### src/rtl/hb_seq_pkg.sv
package hb_seq_pkg;
  typedef enum logic [2:0] {
    ST_IDLE,
    ST_LOW_ON,
    ST_TO_HIGH,
    ST_HIGH_ON,
    ST_TO_LOW,
    ST_LOW_DONE,
    ST_SHUT
  } seqState_t;

  // strobes from control to the timer datapath
  typedef struct packed {
    logic deadClr;
    logic deadRun;
    logic watchLow;
    logic lsClr;
  } timerCtl_t;
endpackage

### src/rtl/hb_seq_timers.sv
module hb_seq_timers
  import hb_seq_pkg::*;
#(
  parameter int DLY_W     = 3,
  parameter int MIN_DEAD  = 1,
  parameter int HOLDOFF   = 4,
  parameter int MIN_LS_ON = 8
) (
  input  logic             clk,
  input  logic             rstN,
  input  logic             enable,
  input  logic             midLevel,
  input  logic             lowBelowThr,
  input  logic             highBelowThr,
  input  logic [DLY_W-1:0] extraDelay,
  input  timerCtl_t        ctl,
  output logic             deadDone,
  output logic             triExpired,
  output logic             lsMinMet
);
  localparam int DEAD_MAX = MIN_DEAD + (1 << DLY_W) - 1;
  localparam int DEAD_W   = $clog2(DEAD_MAX + 1);
  localparam int TRI_W    = $clog2(HOLDOFF + 1);
  localparam int LS_W     = $clog2(MIN_LS_ON + 1);

  logic [DEAD_W-1:0] deadCnt;
  logic [DEAD_W-1:0] deadTarget;
  logic [TRI_W-1:0]  triCnt;
  logic [LS_W-1:0]   lsCnt;
  logic              watched;

  assign watched    = ctl.watchLow ? lowBelowThr : highBelowThr;
  assign deadTarget = DEAD_W'(MIN_DEAD) + DEAD_W'(extraDelay);
  assign deadDone   = watched && (deadCnt >= deadTarget - DEAD_W'(1));
  assign triExpired = midLevel && (triCnt >= TRI_W'(HOLDOFF - 1));
  assign lsMinMet   = lsCnt >= LS_W'(MIN_LS_ON - 1);

  // dead-time counter: runs only while the watched flag holds
  always_ff @(posedge clk) begin
    if (!rstN || ctl.deadClr || !watched)
      deadCnt <= '0;
    else if (ctl.deadRun && deadCnt != DEAD_W'(DEAD_MAX))
      deadCnt <= deadCnt + DEAD_W'(1);
  end

  // mid-level holdoff counter
  always_ff @(posedge clk) begin
    if (!rstN || !enable || !midLevel)
      triCnt <= '0;
    else if (triCnt != TRI_W'(HOLDOFF))
      triCnt <= triCnt + TRI_W'(1);
  end

  // low-side on-time counter
  always_ff @(posedge clk) begin
    if (!rstN || ctl.lsClr)
      lsCnt <= '0;
    else if (lsCnt != LS_W'(MIN_LS_ON))
      lsCnt <= lsCnt + LS_W'(1);
  end

  a_r5_holdoff_saturates: assert property (@(posedge clk) disable iff (!rstN)
    triCnt <= TRI_W'(HOLDOFF));
  a_r7_ls_count_bounded: assert property (@(posedge clk) disable iff (!rstN)
    lsCnt <= LS_W'(MIN_LS_ON));
endmodule

### src/rtl/hb_seq_ctrl.sv
module hb_seq_ctrl
  import hb_seq_pkg::*;
(
  input  logic      clk,
  input  logic      rstN,
  input  logic      enable,
  input  logic      pwmIn,
  input  logic      midLevel,
  input  logic      lowBelowThr,
  input  logic      highBelowThr,
  input  logic      forcedCont,
  input  logic      zeroCross,
  input  logic      deadDone,
  input  logic      triExpired,
  input  logic      lsMinMet,
  output timerCtl_t ctl,
  output logic      highOn,
  output logic      lowOn,
  output logic      shutdown
);
  seqState_t state, nextState;
  logic inTransit;

  always_comb begin
    nextState = state;
    if (!enable)
      nextState = ST_IDLE;
    else if (state != ST_SHUT && triExpired)
      nextState = ST_SHUT;
    else if (!midLevel) begin
      unique case (state)
        ST_IDLE, ST_SHUT: begin
          if (pwmIn && lowBelowThr)        nextState = ST_HIGH_ON;
          else if (!pwmIn && highBelowThr) nextState = ST_LOW_ON;
          else                             nextState = ST_IDLE;
        end
        ST_LOW_ON: begin
          if (pwmIn)                                       nextState = ST_TO_HIGH;
          else if (!forcedCont && zeroCross && lsMinMet)   nextState = ST_LOW_DONE;
        end
        ST_TO_HIGH: begin
          if (!pwmIn)        nextState = ST_TO_LOW;
          else if (deadDone) nextState = ST_HIGH_ON;
        end
        ST_HIGH_ON: if (!pwmIn) nextState = ST_TO_LOW;
        ST_TO_LOW: begin
          if (pwmIn)         nextState = ST_TO_HIGH;
          else if (deadDone) nextState = ST_LOW_ON;
        end
        ST_LOW_DONE: if (pwmIn) nextState = ST_TO_HIGH;
        default: nextState = ST_IDLE;
      endcase
    end
  end

  always_ff @(posedge clk) begin
    if (!rstN) state <= ST_IDLE;
    else       state <= nextState;
  end

  assign inTransit    = (state == ST_TO_HIGH) || (state == ST_TO_LOW);
  assign ctl.watchLow = (state == ST_TO_HIGH);
  assign ctl.deadRun  = inTransit && !midLevel;
  assign ctl.deadClr  = !inTransit || (nextState != state);
  assign ctl.lsClr    = (state != ST_LOW_ON);

  assign highOn   = (state == ST_HIGH_ON);
  assign lowOn    = (state == ST_LOW_ON);
  assign shutdown = (state == ST_SHUT);

  a_r1_no_overlap: assert property (@(posedge clk) disable iff (!rstN)
    !(highOn && lowOn));
  a_r2_high_after_flag: assert property (@(posedge clk) disable iff (!rstN)
    $rose(highOn) |-> $past(lowBelowThr));
  a_r3_low_after_flag: assert property (@(posedge clk) disable iff (!rstN)
    $rose(lowOn) |-> $past(highBelowThr));
  a_r5_shut_needs_window: assert property (@(posedge clk) disable iff (!rstN)
    $rose(shutdown) |-> $past(midLevel));
  a_r10_enable_off: assert property (@(posedge clk) disable iff (!rstN)
    !enable |=> (!highOn && !lowOn));
endmodule

### src/rtl/hb_deadtime_seq.sv
module hb_deadtime_seq
  import hb_seq_pkg::*;
#(
  parameter int DLY_W     = 3,
  parameter int MIN_DEAD  = 1,
  parameter int HOLDOFF   = 4,
  parameter int MIN_LS_ON = 8
) (
  input  logic             clk,
  input  logic             rstN,
  input  logic             enable,
  input  logic             pwmIn,
  input  logic             midLevel,
  input  logic             lowBelowThr,
  input  logic             highBelowThr,
  input  logic             forcedCont,
  input  logic [DLY_W-1:0] extraDelay,
  input  logic             zeroCross,
  output logic             highOn,
  output logic             lowOn,
  output logic             shutdown
);
  timerCtl_t ctl;
  logic deadDone, triExpired, lsMinMet;

  hb_seq_timers #(
    .DLY_W(DLY_W), .MIN_DEAD(MIN_DEAD), .HOLDOFF(HOLDOFF), .MIN_LS_ON(MIN_LS_ON)
  ) uTimers (
    .clk(clk), .rstN(rstN), .enable(enable), .midLevel(midLevel),
    .lowBelowThr(lowBelowThr), .highBelowThr(highBelowThr),
    .extraDelay(extraDelay), .ctl(ctl),
    .deadDone(deadDone), .triExpired(triExpired), .lsMinMet(lsMinMet)
  );

  hb_seq_ctrl uCtrl (
    .clk(clk), .rstN(rstN), .enable(enable), .pwmIn(pwmIn), .midLevel(midLevel),
    .lowBelowThr(lowBelowThr), .highBelowThr(highBelowThr),
    .forcedCont(forcedCont), .zeroCross(zeroCross),
    .deadDone(deadDone), .triExpired(triExpired), .lsMinMet(lsMinMet),
    .ctl(ctl), .highOn(highOn), .lowOn(lowOn), .shutdown(shutdown)
  );
endmodule

### config.mk
export PLATFORM = sky130hd
export DESIGN_NAME = hb_deadtime_seq
export DESIGN_NICKNAME = d
export VERILOG_FILES = /design/src/rtl/hb_seq_pkg.sv /design/src/rtl/hb_seq_timers.sv /design/src/rtl/hb_seq_ctrl.sv /design/src/rtl/hb_deadtime_seq.sv
export SDC_FILE = /design/constraint.sdc
export NUM_CORES = 1
export LEC_CHECK = 0
export CAP_MARGIN = 20
export CORE_MARGIN = 1
export CORE_UTILIZATION = 30
export DETAILED_ROUTE_END_ITERATION = 10
export SYNTH_ARGS = -nofsm -noshare
export SYNTH_HDL_FRONTEND = slang
export SYNTH_SLANG_ARGS = --single-unit
### constraint.sdc
create_clock -name clk -period 4.26 [get_ports clk]
set_input_delay 0.426 -clock clk [delete_from_list [all_inputs] [get_ports clk]]
set_output_delay 0.426 -clock clk [all_outputs]
set_load 0.02 [all_outputs]
# After elaboration in Yosys (flattened, before gate mapping)
# Index checks and enable logic that the tools add are counted.
[word_totals] regBits=14 elab_cells=64 output_inout_bits=3 input_bits=12
[op_classes] n_reduce_logical=25 magnitude_cmp=3 muxes=15 n_eq_ne=12 addsub=5
[ops] op="3-bit 2-to-1 mux" count=12
[ops] op="3-bit case mux with 6 select lines" count=1
[ops] op="3-bit == test (second input constant)" count=3
[ops] op="1-bit logical AND" count=9
[ops] op="4-bit by 1-bit adder with 4-bit output (second input constant)" count=2
[ops] op="4-bit != test (second input constant)" count=2
[ops] op="1-bit zero test" count=7
[ops] op="1-bit logical OR" count=7
[ops] op="3-bit by 2-bit == test with 1-bit output (second input constant)" count=2
[ops] op="3-bit != test (second input constant)" count=2
[ops] op="1-bit by 3-bit adder with 4-bit output (first input constant)" count=1
[ops] op="4-bit by 3-bit >= comparator with 1-bit output (second input constant)" count=1
[ops] op="4-bit >= comparator" count=1
[ops] op="4-bit by 1-bit subtractor with 4-bit output (second input constant)" count=1
[ops] op="3-bit by 1-bit adder with 3-bit output (second input constant)" count=1
[ops] op="3-bit by 1-bit == test with 1-bit output (second input constant)" count=1
[ops] op="3-bit by 2-bit >= comparator with 1-bit output (second input constant)" count=1
[ops] op="3-bit zero test" count=1
[ops] op="3-bit by 1-bit != test with 1-bit output (second input constant)" count=1
[ops] op="3-bit != test" count=1
[ops] op="1-bit 2-to-1 mux" count=2
[ops] op="2-bit OR reduction" count=1

# Depth between registers and ports, before layout
# Gate-level depths: netlist of run 1.
[logic_depth] word_depth=14 depth_mapped=7 mapped_depth_nobuf=7

# By module
# Synthesis of run 1 repeated with hierarchy kept, for this count alone.
[hier_totals] cells_unflattened=123 area_unflattened_um2=1021.0
[modules_own_cells] mod="hb_seq_timers" cells_per_inst=76 instances=1 area_each_um2=656.9
[modules_own_cells] mod="hb_seq_ctrl" cells_per_inst=47 instances=1 area_each_um2=364.1

# Worst setup path before layout of run 1
# Ideal clock, no wire load.
[synth_path] kind="input -> register" startpoint="input extraDelay[2]" endpoint="register uTimers.deadCnt[0]" stages=7 slack_ns=2.451 required_time_ns=4.168 arrival_time_ns=1.717 cell_sequence="inv_1 > ha_1 > a211oi_1 > o21ai_0 > a21oi_1 > o32ai_2 > nor4_1"
[synth_via] elab_chain_len=14 word_cells_on_any_way=16
[synth_lines] item="from (decl)" line="hb_deadtime_seq.sv:17" source="input logic [DLY_W-1:0] extraDelay,"
[synth_lines] item="1-bit by 3-bit adder with 4-bit output (*)" line="hb_seq_timers.sv:33" source="assign deadTarget = DEAD_W'(MIN_DEAD) + DEAD_W'(extraDelay);"
[synth_lines] item="4-bit by 1-bit subtractor with 4-bit output (*)" line="hb_seq_timers.sv:34" source="assign deadDone = watched && (deadCnt >= deadTarget - DEAD_W'(1));"
[synth_lines] item="4-bit >= comparator (*)" line="hb_seq_timers.sv:34"
[synth_lines] item="1-bit logical AND (*)" line="hb_seq_timers.sv:34"
[synth_lines] item="3-bit 2-to-1 mux, on equally long branches" line="hb_seq_ctrl.sv:48, hb_seq_ctrl.sv:43"
[synth_lines] item="3-bit 2-to-1 mux, on equally long branches" line="hb_seq_ctrl.sv:47, hb_seq_ctrl.sv:42"
[synth_lines] item="3-bit case mux with 6 select lines (*)" line="hb_seq_ctrl.sv:31" source="unique case (state)"
[synth_lines] item="3-bit 2-to-1 mux (*)" line="hb_seq_ctrl.sv:30" source="else if (!midLevel) begin"
[synth_lines] item="3-bit 2-to-1 mux (*)" line="hb_seq_ctrl.sv:28" source="else if (state != ST_SHUT && triExpired)"
[synth_lines] item="3-bit 2-to-1 mux (*)" line="hb_seq_ctrl.sv:26" source="if (!enable)"
[synth_lines] item="3-bit != test (*)" line="hb_seq_ctrl.sv:64" source="assign ctl.deadClr = !inTransit || (nextState != state);"
[synth_lines] item="1-bit logical OR (*)" line="hb_seq_ctrl.sv:64"
[synth_lines] item="1-bit logical OR (*) (2 in a row)" line="hb_seq_timers.sv:40" source="if (!rstN || ctl.deadClr || !watched)"
[synth_lines] item="to (signal assigned)" line="hb_seq_timers.sv:43" source="deadCnt <= deadCnt + DEAD_W'(1);"
[synth_lines] item="to (decl)" line="hb_seq_timers.sv:26" source="logic [DEAD_W-1:0] deadCnt;"
# Every way passes the cells marked *; elsewhere a longest branch is shown, timed or not.
# A chain may end at the register's enable or synchronous reset.

# Worst setup path after layout of run 1
[layout_path] startpoint="register uCtrl.state[2]" endpoint="output highOn"
[layout_via] elab_chain_len=1
[layout_lines] item="from (decl)" line="hb_seq_ctrl.sv:21" source="seqState_t state, nextState;"
[layout_lines] item="from (signal assigned)" line="hb_seq_ctrl.sv:58" source="else state <= nextState;"
[layout_lines] item="3-bit by 2-bit == test with 1-bit output" line="hb_seq_ctrl.sv:67" source="assign highOn = (state == ST_HIGH_ON);"
[layout_lines] item="to (decl)" line="hb_deadtime_seq.sv:19" source="output logic highOn,"
# No other way between the ends.

==> summary.txt, run 1 <==
STA
  – Measured slew at the worst slew-check pin: 515 ps
  – Hold Vio Cnt, Final: 0
  – Achievable frequency: roughly 450 MHz
  – Setup skew after layout: roughly 3.6 ps
  – Min cycle time layout: 2240 ps
  – Ratio of final minimum period to clock period: 52.5%
  – Fin Setup TNS: 0 ps
  – Final-report setup violation count: 0
  – Final number of max-transition violations: 0
  – Worst slack on hold paths: 492 ps
  – Max_slew headroom: between 60% and 70%
  – Unrepaired setup endpoints after global routing: no

Worst setup path
  – Classification of the worst setup path: register to output pin
  – Critical path's slowest cell: sky130_fd_sc_hd__dfxtp_1
  – Cell-by-cell trace of the critical path: and2b_4 -> and2_1 -> clkdlybuf4s50_1
  – CP Data Required Time: 3830 ps
  – CP Max Fanout: 14
  – Worst setup EP type: output pin
  – Element type at the critical path start: register
  – Worst stage delay on the critical path: around 620 ps
  – Worst endpoint data arrival time: 1810 ps

Power and ir drop
  – Total design power: about 280 µW
  – Power per cell area: 214 mW/mm²
  – Pleak: 0.507 nW
  – Peak supply drop: 0.0000825 V

GRT
  – Initial antenna violation count: 0
  – Residual overflow from global routing: 0
  – Largest net degree at the start of global routing: 17
  – Vias in the first global route: 997
  – Overall fraction of global-route tracks in use: between 10% and 20%
  – First-pass GRT wire length: 4450 µm

Logic synthesis
  – Synth unique cells: between 40 and 50
  – Average instance area after synthesis: 8.37 µm²
  – Net Count, Synth: 156
  – Synth warnings: 0
  – Gate count of the mapped netlist: 134
  – Proportion of synthesized chip area in sequential cells: between 20% and 30%
  – Post-synthesis instance area: 0.00112 mm²
  – Synth Register Bits: 14

Die
  – Boundary Pins: 15
  – Height of the chip: 63.1 µm
  – Die Outline Area: between 0.003 and 0.004 mm²
  – Core Area: between 0.003 and 0.004 mm²
  – Die Span X: about 63 µm
  – Rows: 21
  – Initial core utilization: 32.3%

Clock tree
  – Htree depth: 1
  – Post-CTS Setup Bufs: 0
  – Clock transition at path regs: 50 ps
  – Maximum root-to-sink buffer count: 2
  – Hold-fix buffers at CTS: 0
  – Clock tree root buffer cell: sky130_fd_sc_hd__clkbuf_8
  – Number of gates resized after cts: 0
  – CTS sink count: 14
  – Clock Latency Late Sink: ~240 ps
  – Total clock buffers created by CTS: 3
  – Clock tree from TritonCTS: yes

Min path
  – Worst hold-check path type: register to register

Cells and area
  – Final instance count without filler cells: 193
  – Number of nets in the layout: 171
  – End-of-flow core utilization: a little under two fifths
  – Syn-to-layout area delta: 18.0%
  – Fillcell total: 391
  – Ratio of cells with drive above 1 in the final layout: between 10 and 15%
  – Count of inserted antenna diode cells: 0

Placement
  – Dpl cells: 190
  – Input/output buffers: 14
  – Global placer's final weighted congestion: 0.889
  – Post-detailed-placement half-perimeter wirelength: 1940 µm

Route
  – Routed via count divided by cell count: 5.24
  – Number of nets with antenna violations after detailed routing: 0
  – Wire length per cell: 12.7 µm
  – Post-detailed-routing wire length: between 2000 and 2500 µm
  – DRC errors left: 0
  – Via total after detailed routing: between 1000 and 1500
  – Detailed Routing Iterations Pass 1: 4
  – DRC violation total after the first TritonRoute iteration: 14

Outcome
  – Run status: finished clean

Job
  – Max_cap viols: 0
-- path summary, 6_finish.rpt --
| kind | from | end | slack (ps) | cells past startpoint |
|---|---|---|---|---|
| setup / recovery | uCtrl.state[2] | highOn | 2020 | 3 |
| hold / removal | uTimers.lsCnt[1] | uTimers.lsCnt[1] | 490 | 2 |
| setup reg to reg | uTimers.triCnt[0] | uTimers.deadCnt[2] | 2220 | 7 |
| hold reg to reg | uTimers.lsCnt[1] | uTimers.lsCnt[1] | 490 | 2 |
-- state kept, by name, indices dropped and copies added (netlist names) --
register and flops:
uCtrl.state 3, uTimers.deadCnt 4, uTimers.lsCnt 4, uTimers.triCnt 3
-- area by class of cell --
| type | instances | area [µm²] | area share [%] |
|---|---|---|---|
| sequential | 14 | 280 | 21.2 |
| inverter | 12 | 45.0 | 3.41 |
| tap | 46 | 57.6 | 4.35 |
| clock buffer | 3 | 41.3 | 3.12 |
| timing repair buffer | 14 | 140 | 10.6 |
| multi-input combinational | 104 | 758 | 57.3 |
-- cells in the mapped netlist (all sizes together) --
library cell | count | area (µm²)
a21boi | 1 | 7.51
a211oi | 2 | 20.0
and4bb | 1 | 12.5
and2 | 3 | 18.8
mux2 | 2 | 22.5
dfxtp | 14 | 280
nor3b | 3 | 27.5
o22a | 1 | 10.0
nand2b | 1 | 6.26
a22o | 1 | 8.76
inv | 12 | 45.0
nand2 | 14 | 52.6
a21o | 2 | 16.3
a31oi | 1 | 6.26
nand3 | 4 | 25.0
o32ai | 1 | 16.3
nor2 | 11 | 41.3
nor4 | 4 | 31.3
xnor2 | 4 | 35.0
a211o | 1 | 8.76
a221o | 2 | 20.0
a311oi | 2 | 17.5
o2111ai | 1 | 8.76
o211ai | 1 | 7.51
nor4b | 1 | 8.76
mux2i | 1 | 10.0
o21ai | 4 | 20.0
nand4 | 2 | 12.5
clkbuf | 1 | 3.75
xor2 | 3 | 26.3
o21bai | 1 | 7.51
nor3 | 3 | 15.0
o31a | 1 | 8.76
nor2b | 2 | 12.5
or3b | 1 | 8.76
a21oi | 9 | 52.6
buf | 3 | 33.8
and2b | 2 | 18.8
and4b | 1 | 11.3
ha | 10 | 125
-- report_power, final --
part	switching (mW)	internal (mW)	total, mW
logic	0.0201	0.0220	0.0420
clock network	0.0422	0.0623	0.105
registers	0.00433	0.133	0.137
total	0.0666	0.217	0.284
-- logic make-up after synthesis --
kind of cell	after synthesis	share of synthesized area [%]
compound gates	31	21.1
xor+xnor	7	5.47
fa+ha+maj	10	11.2
buf+inv	16	7.37
flops	14	25.0
mux	3	2.90
simple gates	53	27.0
-- through the flow --
stage / setup WS (ps) / area (µm²)
global route: 1780 / 1320
CTS: 2000 / 1320
global placement: 1860 / 1280
floorplan: 2450 / 1120
detailed placement: 1760 / 1280
finish: 2020 / 1320
-- layout by cell type (no fill, tap or decap), types with 2 or more instances in the layout --
cell type                         count
sky130_fd_sc_hd__clkdlybuf4s50_1     14
sky130_fd_sc_hd__nand3_1              3
sky130_fd_sc_hd__a311oi_1             2
sky130_fd_sc_hd__clkbuf_8             3
sky130_fd_sc_hd__xor2_1               3
sky130_fd_sc_hd__and2_1               3
sky130_fd_sc_hd__nand4_1              2
sky130_fd_sc_hd__a221o_1              2
sky130_fd_sc_hd__nor2b_1              2
sky130_fd_sc_hd__dfxtp_1             14
sky130_fd_sc_hd__mux2_2               2
sky130_fd_sc_hd__a21oi_2              2
sky130_fd_sc_hd__xnor2_1              4
sky130_fd_sc_hd__nor2_1              11
sky130_fd_sc_hd__nor3b_1              2
sky130_fd_sc_hd__nor4_1               3
sky130_fd_sc_hd__o21ai_0              4
sky130_fd_sc_hd__inv_1               12
sky130_fd_sc_hd__ha_1                10
sky130_fd_sc_hd__nand2_1             14
sky130_fd_sc_hd__nor3_1               3
sky130_fd_sc_hd__a21oi_1              7
-- critical path: cells and delay by family, from the launching register on --
| family | cells | cell delay [ps] |
|---|---|---|
| buffers and inverters | 1 | 530 |
| flip-flops | 1 | 620 |
| AND/OR/NAND/NOR | 2 | 430 |
-- layer usage --
layer | vias up | global-route usage, % | part of all wire (%)
li1 | 510 | - | -
met1 | 471 | 18.5 | 46
met2 | 29 | 22.3 | 47
met3 | 2 | 1.63 | 5.4
met4 | 0 | 6.10 | 1.1
met5 | - | 0 | 0
Note: power is estimated with default switching activity, not from simulation.
==> inputs of run 2 (changes only) <==
- clock period: 4.26 -> 2 ns (I/O delays scaled with it)
==> run 2 against run 1 <==
Sequential cell count unchanged. Sequential power rose by 110%. Critical path depth rose by 4. Global-route usage up 0.39 points. First-iteration DRC count rose to 3.8 times the previous value. Clock power increased to 2.6 times the previous value. Sequential share of layout area shrank 1.5 points. Routed wire length is 5.2% higher. Via count grew 5.8%. Critical path type is now register to register. Largest power group unchanged.
==> summary.txt, run 2 (same netlist as run 1, synthesis figures left out) <==
Power and ir drop
  – Total design power: 669 µW (+140%)
  – Pleak: 0.575 nW (+13%)
  – Power per cell area: 469 mW/mm² (+120%)
  – Peak supply drop: 0.000190 V (+130%)

Route
  – Number of nets with antenna violations after detailed routing: 0 (unchanged)
  – Routed via count divided by cell count: 5.20 (-0.85%)
  – Post-route met1 wirelength: 1220 µm (+7.6%)
  – DRC violation total after the first TritonRoute iteration: 53 (+39)
  – Detailed Routing Iterations Pass 1: 4 (unchanged)
  – DRC errors left: 0 (unchanged)
  – Routed length on met2: 1200 µm (+3.5%)
  – Via total after detailed routing: 1071 (+5.8%)
  – Wire length on met3: 112 µm (-16%)
  – Uppermost layer routed: met4
  – Post-detailed-routing wire length: 2590 µm (+5.2%)
  – Wire length per cell: 12.6 µm (-1.4%)

Clock tree
  – Clock Latency Late Sink: 240 ps (about the same)
  – Clock tree from TritonCTS: yes
  – Htree depth: 1 (unchanged)
  – Total clock buffers created by CTS: 3 (unchanged)
  – Post-CTS Setup Bufs: 0 (unchanged)
  – CTS sink count: 14 (unchanged)
  – Clock tree root buffer cell: sky130_fd_sc_hd__clkbuf_8
  – Number of gates resized after cts: 0 (unchanged)
  – Maximum root-to-sink buffer count: 2 (unchanged)
  – Clock transition at path regs: 60 ps (about the same)

STA
  – Min cycle time layout: 1950 ps
  – Final number of max-transition violations: 0 (unchanged)
  – Max_slew headroom: 76.3% (+11 points)
  – Measured slew at the worst slew-check pin: 354 ps (-161 ps)
  – Hold Vio Cnt, Final: 0 (unchanged)
  – Setup skew after layout: 0.571 ps (-2.99 ps)
  – Ratio of final minimum period to clock period: a little over nine tenths
  – Unrepaired setup endpoints after global routing: yes
  – Final-report setup violation count: 0 (unchanged)
  – Achievable frequency: 514 MHz

Cells and area
  – Cell area after layout: 0.00143 mm² (+7.9%)
  – Top flop regs: uTimers.deadCnt (4), uTimers.lsCnt (4)
  – Count of inserted antenna diode cells: 0 (unchanged)
  – Syn-to-layout area delta: 27.2%
  – Ratio of cells with drive above 1 in the final layout: 18.8% (+7.2 points)
  – Fillcell total: 366 (-6.4%)
  – Commonest cells after routing, fill and taps aside: 14 x sky130_fd_sc_hd__nand2_1, 14 x sky130_fd_sc_hd__clkdlybuf4s50_1, 14 x sky130_fd_sc_hd__dfxtp_1, 12 x sky130_fd_sc_hd__inv_1, 12 x sky130_fd_sc_hd__buf_4
  – Number of nets in the layout: 183 (+7.0%)

GRT
  – Initial antenna violation count: 0 (unchanged)
  – Vias in the first global route: 1023 (+2.6%)
  – Overall fraction of global-route tracks in use: 14.3% (+0.39 points)
  – Largest net degree at the start of global routing: 11 (-6)
  – First-pass GRT wire length: 4510 µm (+1.2%)
  – Residual overflow from global routing: 0 (unchanged)

Placement
  – Cell Area, Placed: 0.00137 mm² (+7.0%)
  – Input/output buffers: 14 (unchanged)
  – Post-detailed-placement half-perimeter wirelength: 2120 µm (+9.5%)
  – Global placer's final weighted congestion: 0.874 (-1.7%)

Worst setup path
  – Classification of the worst setup path: register to register
  – Launching element of the worst setup path: uTimers.triCnt[0]
  – Element type at the critical path start: register
  – Worst endpoint data arrival time: 2100 ps (+290 ps)
  – CP Max Fanout: 4 (-10)
  – Worst setup EP type: register
  – CP Data Required Time: 2150 ps (-1680 ps)
  – RR Startpoint: uTimers.triCnt[0]

Die
  – Core Area: 0.00347 mm² (unchanged)
  – Die Span X: 63.1 µm (unchanged)
  – Height of the chip: 63.1 µm (unchanged)
  – Boundary Pins: 15 (unchanged)
  – Initial core utilization: 32.3% (unchanged)
  – Rows: 21 (unchanged)
  – Die Outline Area: 0.00399 mm² (unchanged)

Min path
  – HP Start: uTimers.lsCnt[1]
  – Worst hold-check path type: register to register

Job
  – Max_cap viols: 0 (unchanged)

Outcome
  – Run status: finished clean
run 2: critical path, cell delays in order, from the launching register on:
cell and delay, ps:
sky130_fd_sc_hd__dfxtp_1 350, sky130_fd_sc_hd__ha_1 220, sky130_fd_sc_hd__ha_1 190, sky130_fd_sc_hd__a211oi_2 220, sky130_fd_sc_hd__o2111ai_1 140, sky130_fd_sc_hd__a221o_1 390
sky130_fd_sc_hd__o21bai_1 200, sky130_fd_sc_hd__nor4_2 140
run 2: metal layers:
metal  track usage, %  vias to the layer above
met5                0                        -
met4             9.59                        0
met3             2.54                        6
met2             21.2                       30
met1             18.7                      503
li1                 -                      532
run 2: stage by stage:
| stage | utilization [%] | TNS (ps) | std cells | worst slack [ps] | hold slack [ps] |
|---|---|---|---|---|---|
| finish | 41.1 | 0 | 206 | 54.2 | 504 |
| global route | 41.1 | -206 | 206 | -84.4 | 526 |
| CTS | 41.1 | 0 | 206 | 39.1 | 508 |
| detailed placement | 39.5 | -609 | 202 | -180 | 501 |
| global placement | 39.5 | -184 | 202 | -62.2 | 474 |
| floorplan | - | 0 | 134 | 201 | 328 |
run 2: path summary, 6_finish.rpt:
kind	to	slack, ps	cells after the start
worst max-delay path	uTimers.deadCnt[2]	50	7
worst min-delay path	uTimers.lsCnt[1]	500	2
worst max register to register	uTimers.deadCnt[2]	50	7
worst min register to register	uTimers.lsCnt[1]	500	2
run 2: power breakdown:
| group | leakage [nW] | switching [mW] | internal, mW |
|---|---|---|---|
| combinational | 0.433 | 0.0495 | 0.0575 |
| sequential | 0.113 | 0.00539 | 0.283 |
| clock | 0.0288 | 0.100 | 0.174 |
run 2: repair_timing:
action	4_1_cts	5_1_grt
hold buffers	0	0
hold endpoints to repair	0	0
endpoints found under the setup margin	0	4
run 2: final cells by class:
class / instances / area (µm²) / share of cell area, %
Clock buffer: 4 / 55.1 / 3.86
Inverter: 12 / 45.0 / 3.16
Timing Repair Buffer: 26 / 230 / 16.1
Tap cell: 46 / 57.6 / 4.04
Sequential cell: 14 / 280 / 19.6
Multi-Input combinational cell: 104 / 758 / 53.2
